--- config.mk ---
export PLATFORM = sky130hd
export DESIGN_NAME = seg_addr_gen
export DESIGN_NICKNAME = d
export VERILOG_FILES = /design/src/rtl/seg_addr_pkg.sv /design/src/rtl/seg_bank.sv /design/src/rtl/pair_select.sv /design/src/rtl/addr_calc.sv /design/src/rtl/seg_addr_gen.sv
export SDC_FILE = /design/constraint.sdc
export NUM_CORES = 1
export LEC_CHECK = 0
export ABC_AREA = 1
export BUFFER_PORTS_ARGS = -buffer_cell sky130_fd_sc_hd__buf_2
export CORE_ASPECT_RATIO = 0.5
export CORE_MARGIN = 1.5
export CORE_UTILIZATION = 58
export DETAILED_ROUTE_END_ITERATION = 8
export PLACE_DENSITY = 0.8
export SLEW_MARGIN = 5
export SYNTH_ARGS = -nofsm -noshare
export SYNTH_HDL_FRONTEND = slang
export SYNTH_SLANG_ARGS = --single-unit
export TNS_END_PERCENT = 50
--- constraint.sdc ---
create_clock -name clk -period 3.1 [get_ports clk]
set_input_delay 0.31 -clock clk [delete_from_list [all_inputs] [get_ports clk]]
set_output_delay 0.31 -clock clk [all_outputs]
set_load 0.005 [all_outputs]
--- src/rtl/seg_addr_pkg.sv ---
package seg_addr_pkg;
    localparam int SEG_W   = 16;
    localparam int OFS_W   = 16;
    localparam int PA_W    = 20;
    localparam int NUM_SEG = 4;
    localparam int NUM_OFS = 4;

    localparam int SEG_CODE  = 0;
    localparam int SEG_DATA  = 1;
    localparam int SEG_EXTRA = 2;
    localparam int SEG_STACK = 3;

    localparam int OFS_IP = 0;
    localparam int OFS_SP = 1;
    localparam int OFS_SI = 2;
    localparam int OFS_DI = 3;

    typedef enum logic [2:0] {
        ACC_FETCH = 3'd0,
        ACC_STACK = 3'd1,
        ACC_DSRC  = 3'd2,
        ACC_DDST  = 3'd3,
        ACC_XSRC  = 3'd4,
        ACC_XDST  = 3'd5,
        ACC_NONE6 = 3'd6,
        ACC_NONE7 = 3'd7
    } acc_e;

    typedef enum logic {
        OUT_IDLE  = 1'b0,
        OUT_VALID = 1'b1
    } out_state_e;
endpackage

--- src/rtl/seg_bank.sv ---
module seg_bank #(
    parameter int W = 16,
    parameter int N = 4
) (
    input  logic                  clk,
    input  logic                  rst,
    input  logic [N-1:0]          wr_en,
    input  logic [W-1:0]          wr_data,
    output logic [N-1:0][W-1:0]   q
);
    for (genvar i = 0; i < N; i++) begin : g_entry
        always_ff @(posedge clk) begin
            if (rst)
                q[i] <= '0;
            else if (wr_en[i])
                q[i] <= wr_data;
        end

        // an enabled entry holds the written value after the edge
        assert_load_R2_R3: assert property (@(posedge clk) disable iff (rst)
            wr_en[i] |=> (q[i] == $past(wr_data)));

        // a disabled entry keeps its value
        assert_keep_R2_R3: assert property (@(posedge clk) disable iff (rst)
            !wr_en[i] |=> $stable(q[i]));
    end
endmodule

--- src/rtl/pair_select.sv ---
module pair_select
    import seg_addr_pkg::*;
#(
    parameter int SW = 16,
    parameter int OW = 16,
    parameter int NS = 4,
    parameter int NO = 4
) (
    input  logic [NS-1:0][SW-1:0] seg_q,
    input  logic [NO-1:0][OW-1:0] ofs_q,
    input  logic [2:0]            acc_type,
    output logic [SW-1:0]         sel_seg,
    output logic [OW-1:0]         sel_ofs,
    output logic                  req
);
    acc_e acc;
    assign acc = acc_e'(acc_type);

    always_comb begin
        sel_seg = '0;
        sel_ofs = '0;
        req     = 1'b1;
        unique case (acc)
            ACC_FETCH: begin sel_seg = seg_q[SEG_CODE];  sel_ofs = ofs_q[OFS_IP]; end
            ACC_STACK: begin sel_seg = seg_q[SEG_STACK]; sel_ofs = ofs_q[OFS_SP]; end
            ACC_DSRC:  begin sel_seg = seg_q[SEG_DATA];  sel_ofs = ofs_q[OFS_SI]; end
            ACC_DDST:  begin sel_seg = seg_q[SEG_DATA];  sel_ofs = ofs_q[OFS_DI]; end
            ACC_XSRC:  begin sel_seg = seg_q[SEG_EXTRA]; sel_ofs = ofs_q[OFS_SI]; end
            ACC_XDST:  begin sel_seg = seg_q[SEG_EXTRA]; sel_ofs = ofs_q[OFS_DI]; end
            default:   req = 1'b0;
        endcase
    end
endmodule

--- src/rtl/addr_calc.sv ---
module addr_calc #(
    parameter int SW = 16,
    parameter int OW = 16,
    parameter int PW = 20
) (
    input  logic [SW-1:0] seg,
    input  logic [OW-1:0] ofs,
    output logic [PW-1:0] pa,
    output logic [PW-1:0] lo,
    output logic [PW-1:0] hi
);
    localparam int SHIFT = PW - SW;

    logic [PW-1:0] base;
    logic [PW-1:0] ofs_ext;
    logic [PW-1:0] ofs_max;

    assign base    = {seg, {SHIFT{1'b0}}};
    assign ofs_ext = {{(PW-OW){1'b0}}, ofs};
    assign ofs_max = {{(PW-OW){1'b0}}, {OW{1'b1}}};

    assign pa = base + ofs_ext;
    assign lo = base;
    assign hi = base + ofs_max;
endmodule

--- src/rtl/seg_addr_gen.sv ---
module seg_addr_gen
    import seg_addr_pkg::*;
#(
    parameter int SW = SEG_W,
    parameter int OW = OFS_W,
    parameter int PW = PA_W,
    parameter int NS = NUM_SEG,
    parameter int NO = NUM_OFS
) (
    input  logic          clk,
    input  logic          rst,
    input  logic [NS-1:0] seg_wr_en,
    input  logic [SW-1:0] seg_wr_data,
    input  logic [NO-1:0] ofs_wr_en,
    input  logic [OW-1:0] ofs_wr_data,
    input  logic [2:0]    acc_type,
    output logic [PW-1:0] pa_out,
    output logic [PW-1:0] seg_lo,
    output logic [PW-1:0] seg_hi,
    output logic          pa_valid
);
    logic [NS-1:0][SW-1:0] seg_q;
    logic [NO-1:0][OW-1:0] ofs_q;
    logic [SW-1:0]         sel_seg;
    logic [OW-1:0]         sel_ofs;
    logic                  req;
    logic [PW-1:0]         pa_d, lo_d, hi_d;
    out_state_e            state_q, state_d;

    seg_bank #(.W(SW), .N(NS)) u_segs (
        .clk(clk), .rst(rst), .wr_en(seg_wr_en), .wr_data(seg_wr_data), .q(seg_q));

    seg_bank #(.W(OW), .N(NO)) u_ofss (
        .clk(clk), .rst(rst), .wr_en(ofs_wr_en), .wr_data(ofs_wr_data), .q(ofs_q));

    pair_select #(.SW(SW), .OW(OW), .NS(NS), .NO(NO)) u_sel (
        .seg_q(seg_q), .ofs_q(ofs_q), .acc_type(acc_type),
        .sel_seg(sel_seg), .sel_ofs(sel_ofs), .req(req));

    addr_calc #(.SW(SW), .OW(OW), .PW(PW)) u_calc (
        .seg(sel_seg), .ofs(sel_ofs), .pa(pa_d), .lo(lo_d), .hi(hi_d));

    // transitions: take_request -> OUT_VALID, skip_request -> OUT_IDLE
    always_comb begin
        unique case (state_q)
            OUT_IDLE:  state_d = req ? OUT_VALID : OUT_IDLE;
            OUT_VALID: state_d = req ? OUT_VALID : OUT_IDLE;
            default:   state_d = OUT_IDLE;
        endcase
    end

    always_ff @(posedge clk) begin
        if (rst)
            state_q <= OUT_IDLE;
        else
            state_q <= state_d;
    end

    always_ff @(posedge clk) begin
        if (rst) begin
            pa_out <= '0;
            seg_lo <= '0;
            seg_hi <= '0;
        end else if (state_d == OUT_VALID) begin
            pa_out <= pa_d;
            seg_lo <= lo_d;
            seg_hi <= hi_d;
        end
    end

    assign pa_valid = (state_q == OUT_VALID);

    assert_valid_next_R7: assert property (@(posedge clk) disable iff (rst)
        (acc_type <= 3'd5) |=> pa_valid);

    assert_hold_R8: assert property (@(posedge clk) disable iff (rst)
        (acc_type >= 3'd6) |=> (!pa_valid && $stable(pa_out) && $stable(seg_lo) && $stable(seg_hi)));

    assert_base_aligned_R6: assert property (@(posedge clk) disable iff (rst)
        pa_valid |-> (seg_lo[3:0] == 4'h0));

    assert_span_R6: assert property (@(posedge clk) disable iff (rst)
        pa_valid |-> (PW'(seg_hi - seg_lo) == PW'({OW{1'b1}})));

    assert_in_segment_R5: assert property (@(posedge clk) disable iff (rst)
        pa_valid |-> (PW'(pa_out - seg_lo) <= PW'({OW{1'b1}})));
endmodule

==> results of run 1 <==
[cells in the mapped netlist (all sizes together)]
cell type  number  area share (%)
o211ai          3            0.27
buf            17             1.7
o21ai         166             9.9
nor2          282              15
dfxtp         182              43
xnor2           2            0.21
a31oi          10            0.74
conb            1           0.044
a22o            1            0.10
clkbuf         46             2.0
nand3          48             3.7
clkinv          6            0.28
o21bai          2            0.18
inv           100             4.6
o22ai           9            0.67
ha             13             1.9
a21oi          46             2.7
nand4          15             1.1
nand3b          1           0.089
a21o            2            0.18
xor2           10             1.0
nand2         215              10
fa              1            0.24
nor3            4            0.30
[critical path, cell delays in order]
cell and delay (ns):
buf_2 0.17, nor2_4 0.30, nand2_4 0.15, inv_4 0.23
nand2_4 0.07, nand2_4 0.09, nor2_8 0.04, inv_1 0.11
ha_1 0.21, inv_1 0.07, fa_1 0.41, inv_1 0.09
nand3_1 0.10, nand3_1 0.12, nand2_1 0.06, nand2_1 0.12
nand3_1 0.09, a31oi_1 0.18
[routing by layer]
metal | GRT usage (%) | up-vias | part of all wire (%)
met5 | 0 | - | 0
met4 | 10.7 | 0 | 1.3
met3 | 6.14 | 30 | 9.0
met2 | 54.3 | 364 | 46
met1 | 40.5 | 3813 | 43
li1 | - | 3960 | -
[how the worst min path moves through the flow]
stage | from | end | slack, ns | depth (start not counted)
2_1_floorplan | u_segs.q[33] | u_segs.q[33] | 0.43 | 2
3_3_place_gp | u_segs.q[43] | u_segs.q[43] | 0.44 | 2
3_5_place_dp | u_segs.q[33] | u_segs.q[33] | 0.45 | 2
4_1_cts | seg_wr_data[12] | u_segs.q[12] | 0.14 | 3
5_1_grt | seg_wr_data[13] | u_segs.q[13] | 0.16 | 3
6_report | seg_wr_data[12] | u_segs.q[12] | 0.14 | 3
[cell families (layout without fill, tap and decap cells)]
| family | Yosys count | after routing | synth area share [%] |
|---|---|---|---|
| DFF | 182 | 182 | 43.1 |
| AOI/OAI and AO/OA | 239 | 239 | 14.8 |
| buffers and inverters | 169 | 264 | 8.59 |
| xor gates and xnor gates | 12 | 12 | 1.24 |
| and+or+nand+nor | 565 | 565 | 30.0 |
| other | 1 | 5 | 0.0444 |
| adders and majority gates | 14 | 14 | 2.16 |
[cell type report]
| cell class | instances | area, sq um |
|---|---|---|
| Multi-Input combinational cell | 834 | 4090 |
| Fill cell | 1168 | 4190 |
| Clock buffer | 17 | 425 |
| Clock inverter | 15 | 156 |
| Tap cell | 192 | 240 |
| Inverter | 106 | 413 |
| Timing Repair Buffer | 126 | 731 |
| Antenna cell | 1 | 2.50 |
| Sequential cell | 182 | 3640 |
[sequential cells by signal, indices dropped and copies added (netlist names)]
register and count:
u_segs.q 64, pa_valid 1, seg_lo 16, pa_out 20
u_ofss.q 64, seg_hi 17
[per-stage QoR]
stage / hold WS [ns] / utilization (%) / cell area, sq um / setup WS [ns] / std cells
2_1_floorplan: 0.429 / - / 8460 / 0.439 / 1185
3_3_place_gp: 0.439 / 65.6 / 9120 / 0.226 / 1440
3_5_place_dp: 0.448 / 65.6 / 9120 / 0.166 / 1440
4_1_cts: 0.137 / 69.8 / 9700 / 0.590 / 1472
5_1_grt: 0.158 / 69.8 / 9700 / 0.349 / 1472
6_report: 0.140 / 69.8 / 9700 / 0.539 / 1473
[power groups by stage]
stage                     combinational (W)  clock (W)  sequential (W)
after floorplan                    0.000567          0         0.00264
after global placement             0.000850          0         0.00265
after detailed placement           0.000873          0         0.00266
after CTS                          0.000882    0.00218         0.00260
after global routing               0.000992    0.00227         0.00262
final                              0.000890    0.00218         0.00261
==> results.py, run 1 <==
metrics = {
    "timing": {
        "min_period_over_period_pct": 82.6,
        "min_period_ns": 2.56,
        "skew_ns": 0.0152,
        "worst_slew_pin_slew_ns": 0.825,
        "slew_viol_final": 0,
        "finalHoldViolations": 0,
        "rsz0062_at_grt": "false",
        "slew_headroom_pct": 44.6,
        "fmax_mhz": 391,
        "setup_viol": 0,
        "fin_tns_setup_ns": 0,
    },
    "power_and_ir_drop": {
        "power_density_nw_per_um2": 585,
        "p_switching_w": 0.00170,
        "p_int_w": 0.00397,
        "leakage_nw": 4.88,
        "irDropWorstVdd_uv": 429,
        "clockPowerShare_pct": 38.4,
        "total_power_w": 0.00567,
        "comb_power_share_pct": 15.7,
        "seq_power_share_pct": 45.9,
        "switching_share_pct": 30.0,
    },
    "global_routing": {
        "track_usage_pct": 31.5,
        "grt_first_pass_wirelength_mm": 37.8,
        "grt_overflow": 0,
        "antenna_found_initial": 0,
        "first_global_vias": 7569,
        "grt_max_degree": 78,
    },
    "cts": {
        "htreeDepth": 4,
        "clock-sinks": 182,
        "cts_buffer_depth": 2,
        "cts_resized": 0,
        "insertion_delay_ns": 0.44,
        "cts-root-buf": "clkbuf_16",
        "hold_buffers": 0,
        "path_clk_slew_ns": 0.08,
        "cts_tree": "done",
        "cts_setup_buffers": 0,
        "cts_buffers": 17,
    },
    "synthesis": {
        "ys_ff_latch": 182,
        "syn_area_sq_um": 8450,
        "seq_area_frac_synth_pct": 43.1,
        "avgSynthCellArea_sq_um": 7.15,
        "yosys_warnings": 0,
        "netlist_instances": 1182,
        "synth.distinct_cells": 42,
    },
    "setup_path": {
        "arrival_ns": 2.92,
        "critPathCaptureType": "register",
        "crit_path_start_kind": "input port",
        "crit_end": "pa_out[18]",
        "crit_fanout": 18,
        "worstSetupStartpoint": "acc_type[0]",
        "critPathRequiredTime_ns": 3.46,
        "rrSetupSlack_ns": 0.76,
        "crit_type": "in -> reg",
        "r2r_end": "pa_out[17]",
        "rr_startpoint": "u_segs.q[41]",
        "reg2reg_depth": 16,
    },
    "finish": {
        "drive_gt1_share_pct": 16.8,
        "nets": 1326,
        "final_common_cell": "nor2_1",
        "area_delta_synth_final_pct": 14.8,
        "final_cell_mix": "256 x nor2_1, 203 x nand2_1, 182 x dfxtp_1",
    },
    "drt": {
        "drc_errors": 0,
        "viasPerCell": 5.54,
        "wl_mm": 23.8,
        "wl_per_cell_um": 16.1,
        "vias": 8167,
        "ant_nets": 0,
        "drt_iter0_drc": 732,
        "dr.pass1.iters": 5,
    },
    "placed_design": {
        "post-dp-hpwl_mm": 16.2,
        "gp_congestion": 0.930,
        "portBuffers": 101,
    },
    "floorplanning": {
        "coreArea_sq_um": 13900,
        "start_util_pct": 60.8,
        "io-pin-count": 106,
        "fp.dieW_um": 174,
        "rows": 30,
        "dieArea_sq_um": 15300,
        "fp.dieH_um": 88.3,
    },
    "run_status": {
        "status": "finished clean",
    },
    "worst_hold_path": {
        "hold_path.class": "in -> reg",
    },
    "run": {
        "max_cap_viol_count": 0,
    },
}
Power figures use the tool's default switching activity.
==> run 2: changes to the inputs <==
==> constraint.sdc (replaced) <==
create_clock -name clk -period 2.4 [get_ports clk]
set_input_delay 0.24 -clock clk [delete_from_list [all_inputs] [get_ports clk]]
set_output_delay 0.24 -clock clk [all_outputs]
set_load 0.005 [all_outputs]
==> run 2 against run 1 <==
Effect of this change:
- sequential share of layout area shrank 2.0 points
- global-route usage is 1.1 points higher
- sequential power grew 29%
- power rose by 34%
- clock skew shrank 0.0032 ns
- largest power group unchanged
==> results.py, run 2 (synthesis results as in run 1) <==
metrics = {
    "placed_design": {
        "gp_congestion": 0.938,
        "post-dp-hpwl_mm": 17.1,
        "portBuffers": 101,
    },
    "floorplanning": {
        "start_util_pct": 60.8,
        "dieArea_sq_um": 15300,
        "fp.dieW_um": 174,
        "io-pin-count": 106,
        "fp.dieH_um": 88.3,
        "rows": 30,
        "coreArea_sq_um": 13900,
    },
    "drt": {
        "drc_errors": 0,
        "drt_iter0_drc": 1040,
        "vias": 8481,
        "wl_mm": 24.7,
        "wl_per_cell_um": 16.2,
        "ant_nets": 0,
        "viasPerCell": 5.56,
        "dr.pass1.iters": 5,
    },
    "setup_path": {
        "path_buf_inv": 8,
        "critPathRequiredTime_ns": 2.74,
        "crit_path_start_kind": "input port",
        "crit_type": "in -> reg",
        "arrival_ns": 2.59,
        "critical-path-top-delay-family": "buffers and inverters",
        "max_stage_delay_ns": 0.34,
        "crit_fanout": 13,
        "worstPathCellList": "buf_2, inv_6, nor2_4, buf_4, nor2_2, nor2_2, buf_12, nand2_1, nand4_1, ha_1, buf_4, nand2_1, nor2_1, a21oi_2, buf_4, buf_4, xnor2_1, o21ai_0, inv_1",
        "slowest_stage": "ha_1",
        "crit_path_frequent_cell": "buf_4",
        "critPathCaptureType": "register",
    },
    "power_and_ir_drop": {
        "leakage_nw": 5.15,
        "power_density_nw_per_um2": 741,
        "irDropWorstVdd_uv": 566,
    },
    "cts": {
        "cts_tree": "done",
        "path_clk_slew_ns": 0.08,
        "cts_buffers": 17,
        "insertion_delay_ns": 0.45,
        "htreeDepth": 4,
        "cts-root-buf": "clkbuf_16",
        "hold_buffers": 0,
        "cts_buffer_depth": 2,
        "clock-sinks": 182,
    },
    "finish": {
        "drive_gt1_share_pct": 21.3,
        "reg_top3": "u_ofss.q (64), u_segs.q (64), pa_out (20)",
        "fillCellCount": 1073,
        "final_common_cell": "nor2_1",
        "final_cell_mix": "253 x nor2_1, 201 x nand2_1, 182 x dfxtp_1",
        "antennaDiodeCount": 0,
        "nets": 1378,
        "area_delta_synth_final_pct": 21.2,
    },
    "timing": {
        "skew_ns": 0.0119,
        "fin_hold_ws_ns": 0.0652,
        "fmax_mhz": 444,
        "fin_tns_setup_ns": 0,
        "min_period_over_period_pct": 93.8,
        "slew_viol_final": 0,
        "worst_slew_pin_slew_ns": 0.716,
        "finalHoldViolations": 0,
        "min_period_ns": 2.25,
        "slew_headroom_pct": 52.2,
        "setup_viol": 0,
    },
    "global_routing": {
        "first_global_vias": 7799,
        "antenna_found_initial": 0,
        "grt_max_degree": 85,
        "grt_first_pass_wirelength_mm": 39.2,
        "grt_overflow": 0,
        "track_usage_pct": 32.6,
    },
    "run": {
        "max_cap_viol_count": 0,
    },
    "run_status": {
        "status": "finished clean",
    },
    "worst_hold_path": {
        "hold_path.class": "in -> reg",
    },
}
## run 2: cell count changes in the layout (fill, tap and decap cells not counted), moves of 3 or more
cell / before / now
buf_4: 22 / 71
a21oi_1: 46 / 43
a21oi_2: 0 / 3
inv_6: 9 / 6
inv_8: 2 / 5
nor2_1: 256 / 253
o21ai_0: 162 / 159
o21ai_1: 2 / 5
## run 2: timing repair
item                                   in CTS  in global routing
setup buffers                               0                  2
endpoints found under the hold margin       0                  0
setup endpoints to repair                   0                 10
resized for setup                           0                 20
## run 2: layout make-up
cell class	count	area [sq um]	share of cell area (%)
multi-input cells	834	4180	40.8
clock inverters	15	186	1.82
clock buffers	17	425	4.16
flip-flops and latches	182	3640	35.6
inverters	106	413	4.03
well taps	192	240	2.35
repair buffers	178	1150	11.2
## run 2: worst paths after layout
path / startpoint / to / slack, ns / cells after the start
setup / recovery: acc_type[1] / pa_out[10] / 0.15 / 19
hold / removal: seg_wr_data[13] / u_segs.q[13] / 0.07 / 3
setup reg to reg: u_segs.q[41] / pa_out[16] / 0.16 / 17
hold reg to reg: u_segs.q[43] / u_segs.q[43] / 0.46 / 2
## run 2: through the flow
| step | worst slack (ns) | total power (W) | utilization (%) | cells | instance area [sq um] |
|---|---|---|---|---|---|
| finish | 0.148 | 0.00759 | 73.7 | 1524 | 10200 |
| global route | -0.0180 | 0.00787 | 73.7 | 1524 | 10200 |
| CTS | 0.0946 | 0.00754 | 73.0 | 1522 | 10100 |
| detailed placement | -0.329 | 0.00465 | 68.6 | 1490 | 9520 |
| global placement | -0.309 | 0.00461 | 68.6 | 1490 | 9520 |
| floorplan | 0.0163 | 0.00415 | - | 1185 | 8490 |
## run 2: where the power goes
part           switching, W  total (W)  internal (W)
Sequential         0.000122    0.00337       0.00325
Clock               0.00143    0.00294       0.00151
Combinational      0.000783    0.00127      0.000491
## run 2: worst register-to-register path: stages (launching register included)
cell,delay (ns)
dfxtp_1,0.30
inv_1,0.06
o21ai_0,0.10
buf_4,0.15
nor2_4,0.14
inv_2,0.09
ha_1,0.31
buf_4,0.16
nand2_1,0.06
nand2_1,0.08
a31oi_4,0.17
nand3_2,0.11
nand2_1,0.08
nand2_2,0.07
nand2_1,0.07
o211ai_1,0.09
nand2_1,0.07
inv_1,0.04
## run 2: layer usage
metal / global-route usage (%) / routed length [um] / vias up
met5: 0 / 0 / -
met4: 12.7 / 520 / 0
met3: 6.79 / 2070 / 52
met2: 53.5 / 11100 / 394
met1: 43.2 / 11000 / 3985
li1: - / - / 4050
==> run 3: changes to the inputs <==
--- a/config.mk
+++ b/config.mk
@@ -5,7 +5,7 @@
 export SDC_FILE = /design/constraint.sdc
 export NUM_CORES = 1
 export LEC_CHECK = 0
-export ABC_AREA = 1
+export ABC_AREA = 0
 export BUFFER_PORTS_ARGS = -buffer_cell sky130_fd_sc_hd__buf_2
 export CORE_ASPECT_RATIO = 0.5
 export CORE_MARGIN = 1.5
==> run 3 against run 2 <==
Effect of this change:
- the flow now finishes with violations (negative setup slack)
- sequential share of layout area decreased by 1.9 points
- design area is 6.0% higher
- via count is 9.3% lower
- critical endpoint is now pa_out[16]
- largest cell class unchanged
- highest routed layer unchanged
==> results.py, run 3 <==
metrics = {
    "run_status": {
        "status": "finished, violations left",
        "violations": "negative setup slack",
    },
    "synthesis": {
        "avgSynthCellArea_sq_um": 9.16,
        "ys_ff_latch": 182,
        "synth_async_sr_flop_share_pct": 0,
        "seq_area_frac_synth_pct": 43.6,
        "synth.most_common_cell": "dfxtp_1",
        "netlist_instances": 913,
        "synth.distinct_cells": 71,
        "yosysTopAreaCellShare_pct": 43.6,
        "syn_area_sq_um": 8370,
        "synth_area_leaders": "dfxtp_1 44%, mux2i_1 17%, nor2_1 7.0%",
        "yosys_warnings": 0,
        "yosysTopAreaCell": "dfxtp_1",
        "synthTopCellsByCount": "182 x dfxtp_1, 156 x nor2_1, 142 x mux2i_1",
        "ys.flop_type": "dfxtp_1",
        "synth_edf_count": 0,
    },
    "global_routing": {
        "grt_first_pass_wirelength_mm": 38.4,
        "track_usage_pct": 32.3,
        "first_global_vias": 7411,
        "grt_overflow": 0,
        "grt_max_degree": 58,
        "antenna_found_initial": 0,
    },
    "drt": {
        "wl_per_cell_um": 19.4,
        "ant_nets": 0,
        "viasPerCell": 5.98,
        "drc_errors": 0,
        "dr.pass1.iters": 5,
        "drt_iter0_drc": 760,
        "wl_mm": 25.0,
        "vias": 7692,
    },
    "placed_design": {
        "portBuffers": 101,
        "pre_cts_slack_ns": -0.735,
        "post-dp-hpwl_mm": 16.0,
        "gp_congestion": 0.937,
        "placed_area_sq_um": 9660,
    },
    "floorplanning": {
        "dieArea_sq_um": 15200,
        "fp.dieW_um": 173,
        "start_util_pct": 60.6,
        "io-pin-count": 106,
        "fp.dieH_um": 87.9,
        "rows": 30,
        "coreArea_sq_um": 13800,
    },
    "timing": {
        "skew_ns": 0.0113,
        "worst_slew_pin_slew_ns": 0.585,
        "fmax_mhz": 387,
        "layout_setup_ws_ns": -0.184,
        "finalHoldViolations": 0,
        "min_period_ns": 2.58,
        "setup_viol": 6,
        "fin_hold_ws_ns": 0.0886,
        "slew_headroom_pct": 61.0,
        "rsz0062_at_grt": "true",
        "slew_viol_final": 0,
        "min_period_over_period_pct": 108,
    },
    "finish": {
        "drive_gt1_share_pct": 32.1,
        "post-route-cell-area_sq_um": 10800,
        "final_common_cell": "dfxtp_1",
        "nets": 1141,
        "antennaDiodeCount": 0,
        "area_delta_synth_final_pct": 29.7,
        "final_cell_mix": "175 x dfxtp_1, 153 x nor2_1, 138 x mux2i_1",
        "reg_top3": "u_ofss.q (64), u_segs.q (64), pa_out (20)",
    },
    "cts": {
        "clock-sinks": 182,
        "insertion_delay_ns": 0.44,
        "cts_buffers": 17,
        "cts-root-buf": "clkbuf_16",
        "cts_tree": "done",
        "cts_buffer_depth": 2,
        "hold_buffers": 0,
        "htreeDepth": 4,
        "path_clk_slew_ns": 0.08,
    },
    "setup_path": {
        "critPathCaptureType": "register",
        "slowest_stage": "or4_1",
        "worstPathCellList": "buf_8, buf_4, or2_4, buf_4, o221ai_4, a21o_4, ha_4, o21ai_1, nand2b_1, a21oi_1, buf_4, a2111oi_4, or4_1, a31oi_1",
        "max_stage_delay_ns": 0.55,
        "crit_path_start_kind": "input port",
        "arrival_ns": 2.95,
        "crit_path_frequent_cell": "buf_4",
        "crit_type": "in -> reg",
        "critPathRequiredTime_ns": 2.76,
        "crit_fanout": 6,
        "path_buf_inv": 4,
        "reg2reg_depth": 11,
        "critical-path-top-delay-family": "compound AO/OA/AOI/OAI gates",
        "crit_cells": 14,
    },
    "worst_hold_path": {
        "min_delay_path_depth": 3,
        "hold_path.class": "in -> reg",
    },
    "power_and_ir_drop": {
        "power_density_nw_per_um2": 708,
        "irDropWorstVdd_uv": 593,
        "leakage_nw": 4.88,
    },
    "run": {
        "max_cap_viol_count": 0,
    },
}
==> run 3: cell types whose count changed in the layout (fill, tap and decap cells not counted), moves of 16 or more <==
| cell | delta |
|---|---|
| mux2i_1 | +138 |
| nor2_4 | -16 |
| inv_1 | -84 |
| o21ai_0 | -143 |
| buf_4 | +37 |
| nand3_1 | -19 |
| nor2_1 | -100 |
| nand2_1 | -144 |
==> run 3: worst reg2reg max path: cells and delay by family (launching register included) <==
| kind | cells | cell delay (ns) |
|---|---|---|
| simple gates | 3 | 0.53 |
| compound gates | 4 | 0.87 |
| fa+ha+maj | 2 | 0.59 |
| mux | 1 | 0.09 |
| buf+inv | 1 | 0.04 |
| flops | 1 | 0.36 |
==> run 3: metal layers <==
metal / vias up / wire [um] / track usage (%)
met5: - / 0 / 0
met4: 0 / 557 / 11.5
met3: 60 / 1610 / 5.86
met2: 326 / 11700 / 54.7
met1: 3744 / 11100 / 42.5
li1: 3562 / - / -
==> run 3: cell type report <==
type                    instances  area, sq um
inverters                      16         60.1
flip-flops and latches        182         3650
clock buffers                  19          453
fillers                       863         2960
well taps                     192          240
repair buffers                219         1500
clock inverters                13          138
multi-input cells             646         4800
==> run 3: metrics by stage <==
step | instances | total power [W] | utilization, % | setup TNS (ns)
floorplan | 916 | 0.00417 | - | -4.57
global placement | 1244 | 0.00464 | 70.0 | -6.14
detailed placement | 1244 | 0.00468 | 70.0 | -7.38
CTS | 1286 | 0.00756 | 77.4 | -0.207
global route | 1287 | 0.00791 | 78.5 | -1.25
finish | 1287 | 0.00768 | 78.5 | -0.534
==> run 3: final timing paths <==
check                                    start     endpoint  slack (ns)
worst min register to register      seg_lo[14]   seg_lo[14]        0.46
worst max-delay path               acc_type[2]   pa_out[16]       -0.18
worst max register to register    u_segs.q[48]   pa_out[18]       -0.18
worst min-delay path            seg_wr_data[8]  u_segs.q[8]        0.09
==> run 3: cells by family after synthesis <==
logic type               Yosys count  synth area share (%)
multiplexers                     145                  17.4
buffers and inverters             88                  5.07
XOR/XNOR                           7                 0.733
AND/OR/NAND/NOR                  296                  16.3
other                              1                0.0448
flip-flops                       182                  43.6
adder cells (fa/ha/maj)           14                  2.18
AO/OA/AOI/OAI                    180                  14.7
==> run 3: timing repair <==
| action | CTS | global route |
|---|---|---|
| cloned | 1 | 0 |
| pin swaps | 24 | 16 |
| buffers inserted | 10 | 1 |
| setup endpoints to repair | 10 | 11 |
| resized for setup | 66 | 32 |
==> run 3: report_power, final <==
group | switching (W) | leakage (nW) | internal (W)
sequential | 0.000135 | 1.50 | 0.00323
clock | 0.00133 | 0.284 | 0.00152
combinational | 0.000791 | 3.10 | 0.000681
total | 0.00225 | 4.88 | 0.00543
